### src/rtl/mq_pkg.sv
package mq_pkg;
    localparam int NUM_DIGITS = 6;
    localparam int RING_LEN   = 6;
    localparam int POS_W      = 3;
    localparam int LEVEL_W    = 2;
    localparam int LEVEL_MAX  = 3;
    localparam int LEVEL_INIT = 2;

    typedef enum logic [1:0] {
        MODE_BOOT = 2'd0,
        MODE_IDLE = 2'd1,
        MODE_RUN  = 2'd2,
        MODE_HOLD = 2'd3
    } mode_e;

    localparam logic [7:0] SEG_ALL   = 8'h00;
    localparam logic [7:0] SEG_BLANK = 8'hFF;

    function automatic logic [7:0] slot_glyph(input logic [POS_W-1:0] slot);
        case (slot)
            3'd0:    slot_glyph = 8'h89;
            3'd1:    slot_glyph = 8'h86;
            3'd2:    slot_glyph = 8'hC7;
            3'd3:    slot_glyph = 8'hC7;
            3'd4:    slot_glyph = 8'hC0;
            default: slot_glyph = SEG_BLANK;
        endcase
    endfunction
endpackage

### src/rtl/mq_scan_timer.sv
module mq_scan_timer #(
    parameter int TICKS  = 50000,
    parameter int DIGITS = 6
) (
    input  logic                       clk,
    input  logic                       rst,
    output logic [$clog2(DIGITS)-1:0] dig_o
);
    localparam int DIG_W = $clog2(DIGITS);
    localparam int CNT_W = $clog2(TICKS + 1);

    typedef struct packed {
        logic [DIG_W-1:0] dig;
        logic [CNT_W-1:0] cnt;
    } scan_t;

    scan_t s_d, s_q;

    always_comb begin
        s_d = s_q;
        if (s_q.cnt == CNT_W'(TICKS - 1)) begin
            s_d.cnt = '0;
            s_d.dig = (s_q.dig == DIG_W'(DIGITS - 1)) ? '0 : s_q.dig + 1'b1;
        end else begin
            s_d.cnt = s_q.cnt + 1'b1;
        end
    end

    always_ff @(posedge clk) begin
        if (rst) s_q <= '0;
        else     s_q <= s_d;
    end

    assign dig_o = s_q.dig;
endmodule

### src/rtl/mq_step_timer.sv
module mq_step_timer #(
    parameter int QUARTER_TICKS = 12500000
) (
    input  logic                      clk,
    input  logic                      rst,
    input  logic                      run_i,
    input  logic                      clear_i,
    input  logic [mq_pkg::LEVEL_W-1:0] level_i,
    output logic                      tick_o
);
    localparam int STEP_W = $clog2(QUARTER_TICKS * 8 + 1);
    localparam logic [STEP_W-1:0] QUARTER = STEP_W'(QUARTER_TICKS);

    logic [STEP_W-1:0] cnt_d, cnt_q;
    logic [STEP_W-1:0] period;

    always_comb begin
        period = QUARTER << level_i;
        tick_o = run_i && (cnt_q == period - 1'b1);
        cnt_d  = cnt_q;
        if (clear_i)     cnt_d = '0;
        else if (tick_o) cnt_d = '0;
        else if (run_i)  cnt_d = cnt_q + 1'b1;
    end

    always_ff @(posedge clk) begin
        if (rst) cnt_q <= '0;
        else     cnt_q <= cnt_d;
    end
endmodule

### src/rtl/mq_glyph_dec.sv
module mq_glyph_dec
    import mq_pkg::*;
(
    input  mode_e                         mode_i,
    input  logic [$clog2(NUM_DIGITS)-1:0] dig_i,
    input  logic [POS_W-1:0]              pos_i,
    output logic [NUM_DIGITS-1:0]         sel_n_o,
    output logic [7:0]                    seg_n_o
);
    localparam int DIG_W = $clog2(NUM_DIGITS);

    for (genvar i = 0; i < NUM_DIGITS; i++) begin : g_sel
        assign sel_n_o[i] = (dig_i != DIG_W'(i));
    end

    logic [POS_W:0] sum;
    logic [POS_W-1:0] slot;

    always_comb begin
        sum  = (POS_W+1)'(dig_i) + (POS_W+1)'(RING_LEN) - (POS_W+1)'(pos_i);
        slot = (sum >= (POS_W+1)'(RING_LEN)) ? POS_W'(sum - (POS_W+1)'(RING_LEN)) : POS_W'(sum);
        case (mode_i)
            MODE_BOOT: seg_n_o = SEG_ALL;
            MODE_IDLE: seg_n_o = SEG_BLANK;
            default:   seg_n_o = slot_glyph(slot);
        endcase
    end
endmodule

### src/rtl/scroll_marquee.sv
module scroll_marquee
    import mq_pkg::*;
#(
    parameter int SCAN_TICKS    = 50000,
    parameter int QUARTER_TICKS = 12500000,
    parameter int BOOT_TICKS    = 150000000
) (
    input  logic       clk,
    input  logic       rst,
    input  logic       start_i,
    input  logic       faster_i,
    input  logic       slower_i,
    input  logic       pause_i,
    output logic [5:0] dig_sel_n_o,
    output logic [7:0] seg_n_o
);
    localparam int BOOT_W = $clog2(BOOT_TICKS + 1);
    localparam int DIG_W  = $clog2(NUM_DIGITS);

    typedef struct packed {
        mode_e               mode;
        logic [BOOT_W-1:0]   boot;
        logic [POS_W-1:0]    pos;
        logic [LEVEL_W-1:0]  level;
    } ctl_t;

    ctl_t c_d, c_q;
    logic step_tick;
    logic step_clear;
    logic [DIG_W-1:0] scan_dig;

    always_comb begin
        c_d        = c_q;
        step_clear = 1'b0;
        if (c_q.mode == MODE_BOOT) begin
            if (c_q.boot == BOOT_W'(BOOT_TICKS - 1)) c_d.mode = MODE_IDLE;
            else                                     c_d.boot = c_q.boot + 1'b1;
        end else begin
            if (faster_i) begin
                if (c_q.level != '0) begin
                    c_d.level  = c_q.level - 1'b1;
                    step_clear = 1'b1;
                end
            end else if (slower_i) begin
                if (c_q.level != LEVEL_W'(LEVEL_MAX)) begin
                    c_d.level  = c_q.level + 1'b1;
                    step_clear = 1'b1;
                end
            end

            if (pause_i && c_q.mode == MODE_RUN) begin
                c_d.mode = MODE_HOLD;
            end else if (start_i && c_q.mode == MODE_IDLE) begin
                c_d.mode   = MODE_RUN;
                c_d.pos    = '0;
                step_clear = 1'b1;
            end else if (start_i && c_q.mode == MODE_HOLD) begin
                c_d.mode = MODE_RUN;
            end

            if (c_q.mode == MODE_RUN && !pause_i && step_tick)
                c_d.pos = (c_q.pos == POS_W'(RING_LEN - 1)) ? '0 : c_q.pos + 1'b1;
        end
    end

    always_ff @(posedge clk) begin
        if (rst) begin
            c_q.mode  <= MODE_BOOT;
            c_q.boot  <= '0;
            c_q.pos   <= '0;
            c_q.level <= LEVEL_W'(LEVEL_INIT);
        end else begin
            c_q <= c_d;
        end
    end

    mq_scan_timer #(
        .TICKS  (SCAN_TICKS),
        .DIGITS (NUM_DIGITS)
    ) u_scan (
        .clk   (clk),
        .rst   (rst),
        .dig_o (scan_dig)
    );

    mq_step_timer #(
        .QUARTER_TICKS (QUARTER_TICKS)
    ) u_step (
        .clk     (clk),
        .rst     (rst),
        .run_i   (c_q.mode == MODE_RUN),
        .clear_i (step_clear),
        .level_i (c_q.level),
        .tick_o  (step_tick)
    );

    mq_glyph_dec u_dec (
        .mode_i  (c_q.mode),
        .dig_i   (scan_dig),
        .pos_i   (c_q.pos),
        .sel_n_o (dig_sel_n_o),
        .seg_n_o (seg_n_o)
    );
endmodule

### config.mk
export PLATFORM = sky130hd
export DESIGN_NAME = scroll_marquee
export DESIGN_NICKNAME = d
export VERILOG_FILES = /design/src/rtl/mq_pkg.sv /design/src/rtl/mq_scan_timer.sv /design/src/rtl/mq_step_timer.sv /design/src/rtl/mq_glyph_dec.sv /design/src/rtl/scroll_marquee.sv
export SDC_FILE = /design/constraint.sdc
export NUM_CORES = 1
export LEC_CHECK = 0
export ABC_AREA = 0
export BUFFER_PORTS_ARGS = -buffer_cell sky130_fd_sc_hd__buf_2
export CAP_MARGIN = 20
export CORE_AREA = 2 2 83 85
export DETAILED_ROUTE_END_ITERATION = 6
export DIE_AREA = 0 0 85 87
export GPL_TIMING_DRIVEN = 0
export PLACE_DENSITY = 0.88
export SLEW_MARGIN = 20
export SYNTH_ARGS = -nofsm -noshare
export SYNTH_HDL_FRONTEND = slang
export SYNTH_SLANG_ARGS = --single-unit
### constraint.sdc
create_clock -name clk -period 4.55 [get_ports clk]
set_clock_uncertainty 0.05 [all_clocks]
set_input_delay 0.2275 -clock clk [delete_from_list [all_inputs] [get_ports clk]]
set_output_delay 0.2275 -clock clk [all_outputs]
set_load 0.1 [all_outputs]
After elaboration in Yosys (flattened, before gate mapping). Index checks and enable logic that the tools add are counted.

Bits in registers: 81. Latch bits: 0. Bits in writable memories: 0. ROM bits: 0. Input port bits: 6. Logic and storage cells: 89. Memories: 0.

$add $sub $neg: 11. Multipliers: 0. Div/mod/pow operators: 0. Order comparisons: 1. Equality and inequality tests: 21. Shift-type cells: 1. Muxes and demuxes: 24. Bitwise operators: 2. Reduce and logical (&&, ||, !) cells: 22.

Operators with widths (count): 28-bit by 1-bit adder with 28-bit output, second input constant (1); 28-bit equality test, second input constant (1); 7-bit one-hot mux with 4 select lines (1); 27-bit by 1-bit adder with 27-bit output, second input constant (1); 27-bit equality test (1); 24-bit by 2-bit left shift with 27-bit output, first input constant (1); 27-bit by 1-bit subtractor with 27-bit output, second input constant (1); 2-bit two-way mux (9); 3-bit two-way mux (6); 16-bit by 1-bit adder with 16-bit output, second input constant (1); 16-bit equality test, second input constant (1); 8-bit one-hot mux with 2 select lines (1); 3-bit equality test, second input constant (3); 2-bit nonzero test (4); 1-bit two-way mux (7); 3-bit by 1-bit adder with 3-bit output, second input constant (2); 3-bit by 2-bit equality test with 1-bit output, second input constant (2); 1-bit logical AND (6); 2-bit by 1-bit inequality test with 1-bit output, second input constant (3); 3-bit by 2-bit inequality test with 1-bit output, second input constant (2); 3-bit inequality test, second input constant (2); 3-bit by 3-bit adder with 4-bit output, second input constant (1); 2-bit equality test, second input constant (2); 4-bit by 3-bit greater-or-equal comparator with 1-bit output, second input constant (1); other kinds (19) (22).

Depth between registers and ports, before layout.
Depth in word-level cells: 8. Mapped depth: 11. Gate-level depth less buffers: 11.

Modules after synthesis. A second synthesis with hierarchy kept.

Cells, all modules: 547. Area, all modules: 4584.4 um^2.

By module, submodules not included: scroll_marquee (times used 1, cells an instance 218, area each 1771.7 um^2, seq. area each 700.7 um^2); mq_step_timer (times used 1, cells an instance 182, area each 1557.7 um^2, seq. area each 540.5 um^2); mq_scan_timer (times used 1, cells an instance 97, area each 904.6 um^2, seq. area each 380.4 um^2); mq_glyph_dec (times used 1, cells an instance 50, area each 350.3 um^2, seq. area each 0.0 um^2).

Worst setup path after synthesis. OpenSTA, ideal clock, no wires.

Path type: flip-flop to output port. Start: register u_scan.s_q (netlist bit u_scan.dig_o[1]). End: output port seg_n_o[0]. Arrival: 4784 ps. Slack: -511 ps. Stages on the path, launching flop included: 9. Buffers on the path: 0. Cells stage by stage: dfxtp_1 -> inv_1 -> ha_1 -> inv_1 -> ha_1 -> fa_1 -> xor2_1 -> nor2_1 -> o41ai_1.

Cells in the longest elaborated chain, start to end: 8. Elaborated cells on any way between the ends: 13.

Ends and longest elaborated chain: start: declaration (line mq_scan_timer.sv:17) `scan_t s_d, s_q;`; start signal: assignment (line mq_scan_timer.sv:30) `if (rst) s_q <= '0;`; start signal: assignment (line mq_scan_timer.sv:31) `else s_q <= s_d;`; 3-bit by 3-bit adder with 4-bit output (*) (line mq_glyph_dec.sv:20) `sum = (POS_W+1)'(dig_i) + (POS_W+1)'(RING_LEN) - (POS_W+1)'(pos_i);`; 4-bit by 3-bit subtractor with 4-bit output (*) (line mq_glyph_dec.sv:20); 4-bit by 3-bit greater-or-equal comparator with 1-bit output or 3-bit subtractor (tied branches) (line mq_glyph_dec.sv:21) `slot = (sum >= (POS_W+1)'(RING_LEN)) ? POS_W'(sum - (POS_W+1)'(RING_LEN)) : POS_W'(sum);`; 3-bit two-way mux (*) (line mq_glyph_dec.sv:21); 3-bit by 2-bit equality test with 1-bit output (line mq_pkg.sv:20) `case (slot)`; 2-bit OR reduction (no line); 7-bit one-hot mux with 4 select lines (*) (line mq_pkg.sv:20); 8-bit one-hot mux with 2 select lines (*) (line mq_glyph_dec.sv:22) `case (mode_i)`; end: declaration (line scroll_marquee.sv:15) `output logic [7:0] seg_n_o`.

Mark *: on every way between the ends. The rest lies on a longest branch, timed or not.

Worst setup path after layout. Same ends and word-level chain as after synthesis.

==> run_results.csv <==
group,metric,value,unit
cts,numCtsBuffers,9,
logic_synthesis,synth_top_family_by_area,"simple AND/OR/NAND/NOR gates",
worst_setup_path,worst_path_largest_cell_delay,610,ps
worst_setup_path,path_class,"reg2out",
logic_synthesis,synth_warnings,0,
grt,antenna_found_initial,0,
logic_synthesis,yosysSeqAreaShare,38.65,%
sta,hold_ws,54.48,ps
power,power.total,0.001297,W
power,share_comb_of_total_power,2.4,%
sta,maxSlewViolCount,0,
placed_design,dp_cells,614,
floorplanning,num_rows,30,
layout,nNetsFinal,561,
routing,dr.pass1.iters,4,
routing,num_vias,3667,
placed_design,place_congestion,0.9586,
layout,layout-drive-gt1-share,9.091,%
routing,drc,0,
routing,wl,8946,um
grt,grt_remaining_overflow,0,
placed_design,hpwl,6432,um
power,p_sw_share,21.23,%
floorplanning,initial_core_util,63.87,%
sta,clock.fmax,268.4,MHz
worst_setup_path,crit_arrival,3450,ps
sta,timing.final.crit_share,81.89,%
worst_hold_path,hold_path_class,"in2reg",
job,max_cap_violations,0,
logic_synthesis,synthFlopType,"dfxtp_1",
layout,antenna_cells,0,
logic_synthesis,synthCells,515,
logic_synthesis,avgSynthCellArea,8.146,um2
power,peakVddDrop,0.2098,mV
worst_setup_path,worst_setup_path_end_kind,"output port",
power,p_switching,0.0002755,W
logic_synthesis,async_flop_share,0,%
routing,vias_per_cell,5.821,
layout,layout_common_cells,"nor2_1 (90), dfxtp_1 (81), xnor2_1 (39)",
floorplanning,die_area,7395,um2
cts,tritoncts,"done",
layout,stdcell_count,630,
cts,htreeDepth,3,
sta,fin_crit,3726,ps
placed_design,port_buffers,19,
cts,clock_path_buffers,2,
logic_synthesis,synth_compound_area_share,9.096,%
sta,slew_headroom,46.19,%
sta,rsz0062_at_grt,"no",
power,power_frac_clock,42.3,%
sta,hold_viol,0,
floorplanning,die_x,85,um
grt,grt_pass1_vias,3555,
logic_synthesis,yosysTopAreaCell,"dfxtp_1",
logic_synthesis,synthesis.area,4195,um2
grt,grt_use_total,25.37,%
cts,clk_pin_slew_worst_paths,70,ps
worst_setup_path,path_delay_family,"adder cells",
logic_synthesis,synth_xor_area_share,13.78,%
outcome,status,"finished clean",
routing,initialDrtViolationCount,229,
cts,cts-root-buf,"clkbuf_8",
worst_setup_path,start_kind,"flop",
cts,clock_sinks,81,
grt,grt_max_degree,13,
worst_setup_path,worstPathRequired,4270,ps
logic_synthesis,synth_fa_ha_area_share,3.161,%
layout,fin_util,70.11,%
sta,setup_viol,0,
grt,grt_pass1_wl,15260,um
power,internal-power,0.001022,W
worst_setup_path,crit_chain,"inv_1 -> ha_1 -> inv_1 -> ha_1 -> fa_1 -> nor2b_1 -> a21oi_1 -> o21ai_0 -> a21oi_1 -> or2_2 -> o41ai_2 -> buf_2",
sta,tightest_slew,802.3,ps
layout,area_growth_syn_to_layout,9.782,%
logic_synthesis,synth_cell_types,50,
sta,setup_tns,0,ps
worst_setup_path,crit_path_top_delay_cell,"fa_1",
routing,ant_nets,0,
cts,cts_hold_buf,0,
floorplanning,io_pins,20,
logic_synthesis,synth_area_leaders,"dfxtp_1 (39%), xnor2_1 (8.1%), nor2_1 (8.1%)",
logic_synthesis,yosys.area_share.simple,30.00,%
power,seq_power_share,55.3,%
layout,final_common_cell,"nor2_1",
floorplanning,die_h,87,um
logic_synthesis,synth_seq_cells,81,
floorplanning,core-area,6569,um2
routing,routedWlPerCell,14.20,um
power,p_per_area,281.7,nW/um2
worst_setup_path,cp_num_buf_inv,3,
logic_synthesis,synth-edff-count,0,
cts,cts_setup_buffers,0,
cts,clk_latency,360,ps
power,p_leak,1.602,nW
logic_synthesis,syn-num-nets,531,
logic_synthesis,yosysTopAreaCellShare,38.65,%
worst_setup_path,cp_max_fo,5,
cts,cts_resized,0,
logic_synthesis,synthMuxAreaShare,0.7456,%
state kept, by name (all words and copies together), names as in the netlist:
signal / count
u_step.cnt_q: 27
u_scan.s_q: 16
c_q: 35
u_scan.dig_o: 3
cells in the mapped netlist, types with 12 or more instances:
cell,instances
nand2_1,38
xnor2_1,39
nor2_1,90
nand3_1,33
nand4_1,12
nor3_1,19
o21ai_0,13
dfxtp_1,81
xor2_1,27
inv_1,22
a21oi_1,21
cells by family after synthesis:
logic type                 Yosys count
xor gates and xnor gates            66
DFF                                 81
muxes                                3
AOI/OAI and AO/OA                   57
adders and majority gates           10
buffers and inverters               42
and+or+nand+nor                    256
power groups by stage:
stage	Sequential, W	Clock (W)	Combinational [W]
2_1_floorplan	0.000733	0	0.0000210
4_1_cts	0.000717	0.000558	0.0000311
3_5_place_dp	0.000734	0	0.0000309
3_3_place_gp	0.000733	0	0.0000301
6_report	0.000717	0.000549	0.0000311
5_1_grt	0.000718	0.000584	0.0000344
worst register-to-register path: cells and delay by family, from the launching register on:
kind            cells  cell delay, ps
compound gates      3            1020
buf+inv             3             710
flops               1             440
fa+ha+maj           1             330
simple gates        2             230
xor+xnor            1             140
worst paths after layout:
path | slack, ps | from | depth (start not counted) | to
max | 820 | u_scan.dig_o[1] | 12 | seg_n_o[0]
min | 50 | start_i | 2 | c_q[33]
max reg2reg | 1530 | c_q[0] | 10 | u_step.cnt_q[23]
min reg2reg | 400 | u_scan.s_q[0] | 1 | u_scan.s_q[0]
metal layers:
layer  vias up  track usage, %  part of all wire [%]
met5         -               0                     0
met4         0           12.12                   2.0
met3        19           4.550                   5.5
met2       124           43.61                    49
met1      1712           30.78                    44
li1       1812               -                     -
cell type report:
class                   instances  area (um2)
flip-flops and latches         81        1622
plain buffers                  19       105.1
clock inverters                 2       35.03
well taps                      80       100.1
fillers                       501        1963
clock buffers                  14       172.7
inverters                      23       86.33
multi-input cells             392        2390
repair buffers                 19       95.09
metrics by stage:
step | cell area [um2] | setup WS [ps]
2_1_floorplan | 4203 | 344.4
3_3_place_gp | 4398 | 1404
3_5_place_dp | 4398 | 1251
4_1_cts | 4606 | 824.9
5_1_grt | 4606 | 657.6
6_report | 4606 | 823.8
No activity file was read; power rests on OpenSTA's default activity.
